--- src/rtl/pst_pkg.sv ---
// Package: control-word bit positions and slot-offset codes shared by the
// timer unit. Assumes 32-bit word addressing with 16-byte slots.
package pst_pkg;
    localparam int CB_EN = 0;  // count enable
    localparam int CB_RL = 1;  // auto-reload at zero
    localparam int CB_LD = 2;  // load command, self-clearing
    localparam int CB_IE = 3;  // interrupt enable
    localparam int CB_IP = 4;  // sticky pending

    typedef enum logic [1:0] {
        OFS_VAL  = 2'd0,
        OFS_RLD  = 2'd1,
        OFS_CTL  = 2'd2,
        OFS_NONE = 2'd3
    } ofs_e;
endpackage

--- src/rtl/pst_prescaler.sv ---
// Shared prescaler: decrements every cycle and reloads at zero, emitting a
// one-cycle tick. Assumes PRE_MIN >= 1 so ticks are at least two cycles apart.
module pst_prescaler #(
    parameter int PRE_W   = 8,
    parameter int PRE_MIN = 2
) (
    input  logic             clk,
    input  logic             rst_n,
    input  logic             val_we,
    input  logic             rld_we,
    input  logic [PRE_W-1:0] wdata,
    output logic [PRE_W-1:0] cnt_o,
    output logic [PRE_W-1:0] rld_o,
    output logic             tick_o
);
    localparam logic [PRE_W-1:0] MIN_V = PRE_W'(PRE_MIN);

    logic [PRE_W-1:0] cnt_q, rld_q;

    // Reload register with lower clamp, and the decrementing value.
    always_ff @(posedge clk) begin
        if (!rst_n) begin
            cnt_q <= '0;
            rld_q <= MIN_V;
        end else begin
            if (rld_we) rld_q <= (wdata < MIN_V) ? MIN_V : wdata;
            if (val_we)           cnt_q <= wdata;
            else if (cnt_q == '0) cnt_q <= rld_q;
            else                  cnt_q <= cnt_q - 1'b1;
        end
    end

    // Tick while the value sits at zero, unless software overwrites it.
    always_comb tick_o = (cnt_q == '0) && !val_we;

    assign cnt_o = cnt_q;
    assign rld_o = rld_q;

    AST_TICK_RELOAD: assert property (@(posedge clk) disable iff (!rst_n)
        tick_o |=> cnt_q == $past(rld_q));
    AST_RLD_FLOOR: assert property (@(posedge clk) disable iff (!rst_n)
        rld_q >= MIN_V);
endmodule

--- src/rtl/pst_channel.sv ---
// One timer channel: counter, reload and control state stepped by the shared
// tick. Assumes CNT_W >= 5 so the control bits fit in the write data.
module pst_channel
    import pst_pkg::*;
#(
    parameter int CNT_W = 16
) (
    input  logic             clk,
    input  logic             rst_n,
    input  logic             tick,
    input  logic             cnt_we,
    input  logic             rld_we,
    input  logic             ctl_we,
    input  logic [CNT_W-1:0] wdata,
    output logic [CNT_W-1:0] cnt_o,
    output logic [CNT_W-1:0] rld_o,
    output logic [4:0]       ctl_o,
    output logic             fire_o
);
    logic [CNT_W-1:0] cnt_q, rld_q;
    logic en_q, rl_q, ie_q, ip_q, fire_q;
    logic ld_cmd, uf, ip_clr;

    // Decode commands and detect a zero-crossing that is not overridden.
    always_comb begin
        ld_cmd = ctl_we && wdata[CB_LD];
        ip_clr = ctl_we && wdata[CB_IP];
        uf     = tick && en_q && (cnt_q == '0) && !cnt_we && !ld_cmd;
    end

    // Counter and reload value; a software write beats load, load beats tick.
    always_ff @(posedge clk) begin
        if (!rst_n) begin
            cnt_q <= '0;
            rld_q <= '0;
        end else begin
            if (rld_we) rld_q <= wdata;
            if (cnt_we)      cnt_q <= wdata;
            else if (ld_cmd) cnt_q <= rld_q;
            else if (tick && en_q) begin
                if (cnt_q != '0) cnt_q <= cnt_q - 1'b1;
                else if (rl_q)   cnt_q <= rld_q;
            end
        end
    end

    // Control bits, sticky pending with set priority, interrupt pulse.
    always_ff @(posedge clk) begin
        if (!rst_n) begin
            en_q   <= 1'b0;
            rl_q   <= 1'b0;
            ie_q   <= 1'b0;
            ip_q   <= 1'b0;
            fire_q <= 1'b0;
        end else begin
            if (ctl_we) begin
                en_q <= wdata[CB_EN];
                rl_q <= wdata[CB_RL];
                ie_q <= wdata[CB_IE];
            end else if (uf && !rl_q) begin
                en_q <= 1'b0;
            end
            ip_q   <= (ip_q && !ip_clr) || (uf && ie_q);
            fire_q <= uf && ie_q;
        end
    end

    assign cnt_o  = cnt_q;
    assign rld_o  = rld_q;
    assign ctl_o  = {ip_q, ie_q, 1'b0, rl_q, en_q};
    assign fire_o = fire_q;

    AST_HOLD_DISABLED: assert property (@(posedge clk) disable iff (!rst_n)
        !en_q && !cnt_we && !ld_cmd |=> $stable(cnt_q));
    AST_PEND_SET: assert property (@(posedge clk) disable iff (!rst_n)
        uf && ie_q |=> ip_q && fire_o);
    AST_ONE_SHOT_STOP: assert property (@(posedge clk) disable iff (!rst_n)
        uf && !rl_q && !ctl_we |=> !en_q && cnt_q == '0);
endmodule

--- src/rtl/pst_timer_unit.sv ---
// Timer unit top: register decode, read mux, shared prescaler, NUM_TMR
// channels and interrupt routing. Assumes 1 <= NUM_TMR <= 7, PRE_W <= CNT_W,
// and IRQ_BASE + NUM_TMR <= IRQ_W. Reads are combinational; a write occurs in
// the access phase (psel && penable && pwrite).
module pst_timer_unit
    import pst_pkg::*;
#(
    parameter int NUM_TMR  = 3,
    parameter int CNT_W    = 16,
    parameter int PRE_W    = 8,
    parameter int PRE_MIN  = 2,
    parameter int IRQ_BASE = 4,
    parameter int SEP_IRQ  = 1,
    parameter int IRQ_W    = 16
) (
    input  logic             clk,
    input  logic             rst_n,
    input  logic             psel,
    input  logic             penable,
    input  logic             pwrite,
    input  logic [7:0]       paddr,
    input  logic [31:0]      pwdata,
    output logic [31:0]      prdata,
    output logic [IRQ_W-1:0] irq_o
);
    localparam logic [31:0] CFG_WORD =
        {23'd0, 1'(SEP_IRQ), 5'(IRQ_BASE), 3'(NUM_TMR)};

    logic             wr;
    logic [3:0]       slot;
    ofs_e             ofs;
    logic             tick;
    logic [PRE_W-1:0] pre_cnt, pre_rld;
    logic [CNT_W-1:0] cnt_a [NUM_TMR];
    logic [CNT_W-1:0] rld_a [NUM_TMR];
    logic [4:0]       ctl_a [NUM_TMR];
    logic [NUM_TMR-1:0] fire_v;
    logic             unused_bits;

    // Split the address into slot and word offset.
    always_comb begin
        wr   = psel && penable && pwrite;
        slot = paddr[7:4];
        ofs  = ofs_e'(paddr[3:2]);
    end

    assign unused_bits = ^{pwdata[31:CNT_W], paddr[1:0]};

    pst_prescaler #(.PRE_W(PRE_W), .PRE_MIN(PRE_MIN)) i_pre (
        .clk    (clk),
        .rst_n  (rst_n),
        .val_we (wr && slot == 4'd0 && ofs == OFS_VAL),
        .rld_we (wr && slot == 4'd0 && ofs == OFS_RLD),
        .wdata  (pwdata[PRE_W-1:0]),
        .cnt_o  (pre_cnt),
        .rld_o  (pre_rld),
        .tick_o (tick)
    );

    for (genvar n = 0; n < NUM_TMR; n++) begin : g_ch
        pst_channel #(.CNT_W(CNT_W)) i_ch (
            .clk    (clk),
            .rst_n  (rst_n),
            .tick   (tick),
            .cnt_we (wr && slot == 4'(n + 1) && ofs == OFS_VAL),
            .rld_we (wr && slot == 4'(n + 1) && ofs == OFS_RLD),
            .ctl_we (wr && slot == 4'(n + 1) && ofs == OFS_CTL),
            .wdata  (pwdata[CNT_W-1:0]),
            .cnt_o  (cnt_a[n]),
            .rld_o  (rld_a[n]),
            .ctl_o  (ctl_a[n]),
            .fire_o (fire_v[n])
        );
    end

    // Read mux: global slot, then timer slots; everything else reads zero.
    always_comb begin
        prdata = '0;
        if (slot == 4'd0) begin
            case (ofs)
                OFS_VAL: prdata = 32'(pre_cnt);
                OFS_RLD: prdata = 32'(pre_rld);
                OFS_CTL: prdata = CFG_WORD;
                default: prdata = '0;
            endcase
        end
        for (int n = 0; n < NUM_TMR; n++) begin
            if (slot == 4'(n + 1)) begin
                case (ofs)
                    OFS_VAL: prdata = 32'(cnt_a[n]);
                    OFS_RLD: prdata = 32'(rld_a[n]);
                    OFS_CTL: prdata = 32'(ctl_a[n]);
                    default: prdata = '0;
                endcase
            end
        end
    end

    if (SEP_IRQ != 0) begin : g_sep
        // Route each channel pulse to its own line.
        always_comb begin
            irq_o = '0;
            for (int n = 0; n < NUM_TMR; n++) irq_o[IRQ_BASE+n] = fire_v[n];
        end
    end else begin : g_shr
        // Merge all channel pulses onto the base line.
        always_comb begin
            irq_o = '0;
            irq_o[IRQ_BASE] = |fire_v;
        end
    end

    AST_IRQ_SINGLE_CYCLE: assert property (@(posedge clk) disable iff (!rst_n)
        (|irq_o) |=> !(|irq_o));
endmodule

--- config.mk ---
export PLATFORM = sky130hd
export DESIGN_NAME = pst_timer_unit
export DESIGN_NICKNAME = d
export VERILOG_FILES = /design/src/rtl/pst_pkg.sv /design/src/rtl/pst_prescaler.sv /design/src/rtl/pst_channel.sv /design/src/rtl/pst_timer_unit.sv
export SDC_FILE = /design/constraint.sdc
export NUM_CORES = 1
export LEC_CHECK = 0
export BUFFER_PORTS_ARGS = -buffer_cell sky130_fd_sc_hd__buf_2
export CAP_MARGIN = 30
export CORE_MARGIN = 10
export CORE_UTILIZATION = 40
export DETAILED_ROUTE_END_ITERATION = 7
export GPL_TIMING_DRIVEN = 0
export PLACE_DENSITY_LB_ADDON = 0.2
export SKIP_LAST_GASP = 1
export SYNTH_ARGS = -nofsm -noshare
export SYNTH_HDL_FRONTEND = slang
export SYNTH_SLANG_ARGS = --single-unit
--- constraint.sdc ---
create_clock -name clk -period 5.7 [get_ports clk]
set_input_delay 1.71 -clock clk [delete_from_list [all_inputs] [get_ports clk]]
set_output_delay 1.71 -clock clk [all_outputs]
set_load 0.01 [all_outputs]
==> results.md <==
Final layout:
- Of the cells placed in the final design, the portion with a size suffix greater than 1 is 12.92%.
- The non-filler instance count after layout is 1439.
- Compared with the post-synthesis result, the final layout area differs by 14.80%.
- Cells fill 46.77% of the core in the end.
- 0 antenna diodes ended up in the layout.
- The number of inserted filler cells in the final layout is 2022.
- Once layout is done, the placed cells without fillers occupy 9463 um^2.
- For this run, the post-layout net count is 1210.

Routing:
- The number of nets with antenna violations after detailed routing is 0.
- Using the TritonRoute via totals, the vias-per-cell ratio works out to 5.802.
- The detailed-route DRC error count is 0.
- In the final routed layout, each cell accounts on average for 21.06 um.
- The detailed-route via count is 8349.
- The first detailed-routing pass ran for 5 iterations.
- In this run, the number of DRC markers left after iteration 0 of detailed routing was 873.
- The post-detailed-routing wire length is 30310 um.

Placement:
- Prior to clock tree synthesis, the placed netlist has a worst setup slack of -140.3 ps.
- In this run the cell area measured after placement is 8886 um^2.
- The number of buffer cells added on primary ports is 38.
- The HPWL after detailed placement is 22400 um.
- The instance count after placement with tap cells included is 1408.
- The weighted congestion at the end of routability-driven global placement is 0.9665.

STA:
- Setup repair after global routing could not meet its margin everywhere.
- The final number of max-transition violations is 0.
- Based on the critical path, the design can be clocked at up to 172.8 MHz.
- The smallest clock period supported by the final layout is computed as 5788 ps.
- The worst pin sits at a relative slew slack of 31.63%.
- The number of endpoints with negative hold slack in the final report is 0.
- In the post-route analysis, the smallest setup slack over all paths is -87.78 ps.
- The post-route fraction of the period consumed by the critical path is 101.5%.
- At the pin with the least slew margin, the transition time is 1026 ps.
- The setup skew after layout is 6.932 ps.
- Setup violations remaining at the end of the flow were counted as 2.
- The setup TNS is -135.6 ps.
- Across all hold checks on the routed design, the worst slack comes to 477.3 ps.

Yosys:
- The sequential element share of the synthesized area is 30.84%.
- The mux contribution to synthesized area is 8.743%.
- The synthesized design spends more area on one cell type than any other, namely sky130_fd_sc_hd__dfxtp_1.
- The synthesis-stage register bit count is 127.
- The synthesized netlist devotes 22.80% of its cell area to compound gates.
- Summing the areas of all fa, ha and maj instances in the mapped netlist gives 1.214% of the synthesized area.
- The most instantiated flip-flop cell in the synthesis netlist is sky130_fd_sc_hd__dfxtp_1.
- The async set or reset register ratio after synthesis is 0%.
- After synthesis, the mean cell area works out to 7.704 um^2.
- The count of different cell masters after synthesis is 66.
- The synthesized netlist cell count is 1070.
- The main combinational cell family by area after synthesis is simple AND/OR/NAND/NOR gates.
- Summing the areas of all xor and xnor instances in the mapped netlist gives 4.356% of the synthesized area.
- The area share of the leading cell type in the synthesized netlist is 30.84%.
- The number of enable-type register cells in the synthesized netlist is 0.
- For this run, the number of Yosys warnings is 0.
- After synthesis the cells add up to 8243 um^2.
- In the post-synthesis netlist, the biggest area contributors are sky130_fd_sc_hd__dfxtp_1, sky130_fd_sc_hd__nand2_1, sky130_fd_sc_hd__mux2i_1, sky130_fd_sc_hd__a21boi_0, sky130_fd_sc_hd__a31oi_1.
- The simple-gate portion of the synthesized area is 23.82%.

Clock network:
- The source-to-sink clock delay at the later pin of the worst-skew pair is 430 ps.
- The clock tree from TritonCTS is yes.
- The clock sink total is 127.
- The CTS clock-pin slew for the worst setup and hold paths is 50 ps.
- The number of buffers on the longest clock path is 2.
- After clock tree synthesis, the flow added hold-fix buffers numbering 0.
- The number of clock buffers inserted by TritonCTS is 17.
- The count of H-tree levels built during CTS is 4.
- The root cell of the clock tree is sky130_fd_sc_hd__clkbuf_16.

Pwr:
- In this run, the combinational gates consume 17.9% of the power.
- The net switching power is 0.7119 mW.
- Internal power comes to 1.760 mW.
- The sequential fraction of design power is 38.4%.
- Summed over all cells, the static leakage comes to 3.713 nW.
- Total power for the finished layout comes to 2.471 mW.
- The switching share of power is 28.81%.
- Across the VDD grid, the largest voltage drop is 0.1791 mV.
- The clock network burns 43.7% of the power.
- The power per unit of standard cell area is 261.2 nW/um^2.

Floorplanning:
- The starting density of the core is 40.74%.
- The horizontal extent of the die is 163.6 um.
- The die covers 26750 um^2.
- The core region is 20230 um^2.
- The number of placement rows is 52.
- The chip height is 163.6 um.
- The I/O pin count is 93.

GRT:
- The number of global-route vias before repair was 8054.
- The overall global routing resource usage is 22.55%.
- The number of antenna violations at the first check in global routing is 0.
- Entering global routing, the biggest net connects 17 pins.
- Global routing finished with a remaining overflow of 0.
- The first-pass GRT wire length is 47260 um.

Setup path:
- The data required time of the worst path is 3990 ps.
- The arrival time at the worst endpoint is 4080 ps.
- The worst register-to-register path ends at g_ch[2].i_ch.cnt_o[0].
- The end point of the critical path is prdata[4].
- The number of cells on the worst reg-to-reg path is 7.
- The timing startpoint of the critical path is paddr[2].
- The critical path is of the input port to output port type.
- The worst register-to-register path begins at g_ch[2].i_ch.cnt_o[6].
- The worst setup path is captured at an output port.
- The maximum fanout along the worst path is 10.
- The setup slack of the most critical reg-to-reg path is 2980 ps.
- The startpoint type of the worst setup path is an input port.

Min path:
- The number of cells on the worst hold path is 2.
- The path category of the worst min-delay check is register to register.

Job:
- The max-cap violation count is 0.

Run status:
- The checks that failed: negative setup slack.
- The flow ran to the end, but the final reports show violations.
-- worst min path at each step --
stage,start,endpoint
4_1_cts,g_ch[1].i_ch.rld_o[7],g_ch[1].i_ch.rld_o[7]
3_5_place_dp,g_ch[1].i_ch.rld_o[7],g_ch[1].i_ch.rld_o[7]
6_report,g_ch[1].i_ch.rld_o[7],g_ch[1].i_ch.rld_o[7]
5_1_grt,g_ch[1].i_ch.ip_q,g_ch[1].i_ch.ip_q
2_1_floorplan,g_ch[1].i_ch.ie_q,g_ch[1].i_ch.fire_o
3_3_place_gp,g_ch[1].i_ch.rld_o[7],g_ch[1].i_ch.rld_o[7]
-- cell type report --
cell class	count	area, um^2	area share (%)
sequential	127	2542	26.87
multi-input combinational	843	5131	54.22
timing repair buffer	40	200.2	2.116
tap	270	337.8	3.570
inverter	12	45.04	0.4760
clock inverter	5	52.55	0.5553
clock buffer	26	519.2	5.487
buffer	116	634.4	6.704
-- cells in the final DEF, fill, tap and decap left out, types with 7 or more instances in the layout --
cell,n
sky130_fd_sc_hd__o211ai_1,24
sky130_fd_sc_hd__inv_1,12
sky130_fd_sc_hd__xor2_1,17
sky130_fd_sc_hd__or4_1,7
sky130_fd_sc_hd__o21ai_1,40
sky130_fd_sc_hd__o21ai_0,25
sky130_fd_sc_hd__ha_1,8
sky130_fd_sc_hd__clkbuf_16,17
sky130_fd_sc_hd__nand4_1,14
sky130_fd_sc_hd__o31ai_1,10
sky130_fd_sc_hd__mux2_2,8
sky130_fd_sc_hd__nand2_1,206
sky130_fd_sc_hd__xnor2_1,24
sky130_fd_sc_hd__nand3_1,31
sky130_fd_sc_hd__a21oi_1,18
sky130_fd_sc_hd__buf_6,7
sky130_fd_sc_hd__a31oi_1,52
sky130_fd_sc_hd__o22a_1,8
sky130_fd_sc_hd__nor2_1,52
sky130_fd_sc_hd__clkbuf_1,62
sky130_fd_sc_hd__buf_4,34
sky130_fd_sc_hd__mux2i_1,63
sky130_fd_sc_hd__conb_1,29
sky130_fd_sc_hd__a211oi_1,7
sky130_fd_sc_hd__buf_2,52
sky130_fd_sc_hd__nor4_1,17
sky130_fd_sc_hd__nor3_1,26
sky130_fd_sc_hd__a21boi_0,54
sky130_fd_sc_hd__o22ai_1,15
sky130_fd_sc_hd__nor2b_1,17
sky130_fd_sc_hd__dfxtp_1,127
-- routing by layer --
layer	global-route usage, %	up-vias	routed length (um)
met2	35.60	362	13860
met3	5.286	36	2304
met5	0	-	0
met1	30.01	3998	13590
met4	6.377	0	553
li1	-	3953	-
-- cells in the mapped netlist (8+ instances only) --
cell type	instances
sky130_fd_sc_hd__mux2_2	8
sky130_fd_sc_hd__nand4_1	14
sky130_fd_sc_hd__o211ai_1	24
sky130_fd_sc_hd__xor2_1	17
sky130_fd_sc_hd__o21ai_1	40
sky130_fd_sc_hd__nor2b_1	17
sky130_fd_sc_hd__nand3_1	31
sky130_fd_sc_hd__o22a_1	8
sky130_fd_sc_hd__nand2_1	206
sky130_fd_sc_hd__a21boi_0	54
sky130_fd_sc_hd__a31oi_1	52
sky130_fd_sc_hd__o21ai_0	25
sky130_fd_sc_hd__buf_4	34
sky130_fd_sc_hd__nor4_1	17
sky130_fd_sc_hd__a21oi_1	18
sky130_fd_sc_hd__buf_2	11
sky130_fd_sc_hd__o22ai_1	15
sky130_fd_sc_hd__mux2i_1	63
sky130_fd_sc_hd__inv_1	12
sky130_fd_sc_hd__nor3_1	26
sky130_fd_sc_hd__o31ai_1	10
sky130_fd_sc_hd__dfxtp_1	127
sky130_fd_sc_hd__nor2_1	52
sky130_fd_sc_hd__ha_1	8
sky130_fd_sc_hd__xnor2_1	24
sky130_fd_sc_hd__clkbuf_1	61
-- registers in the layout, indices dropped and copies added, names as in the netlist, 8 cells and up --
name and cells:
g_ch.i_ch.cnt_o 48, g_ch.i_ch.rld_o 48, i_pre.cnt_o 8, i_pre.rld_o 8
-- kinds of logic after synthesis --
group | Yosys count
AO/OA/AOI/OAI | 280
AND/OR/NAND/NOR | 414
flip-flops | 127
adder cells (fa/ha/maj) | 8
buffers and inverters | 128
multiplexers | 71
other | 1
XOR/XNOR | 41
-- power groups by stage --
stage / logic, mW / registers, mW / clock network [mW]
2_1_floorplan: 0.326 / 0.956 / 0
3_3_place_gp: 0.429 / 0.967 / 0
3_5_place_dp: 0.433 / 0.968 / 0
4_1_cts: 0.434 / 0.948 / 1.08
5_1_grt: 0.485 / 0.952 / 1.12
6_report: 0.442 / 0.949 / 1.08
-- timing repair --
action,in CTS,in global routing
setup buffers,0,0
gates cloned,0,0
endpoints found under the setup margin,3,11
gates resized for setup,1,6
-- critical path, cell delays in order --
cell and delay [ps]:
sky130_fd_sc_hd__buf_2 130, sky130_fd_sc_hd__clkbuf_1 600, sky130_fd_sc_hd__clkbuf_1 650, sky130_fd_sc_hd__o21ai_0 350, sky130_fd_sc_hd__a21oi_1 230, sky130_fd_sc_hd__o221ai_1 190, sky130_fd_sc_hd__buf_2 200
(Power assumes the default switching activity.)
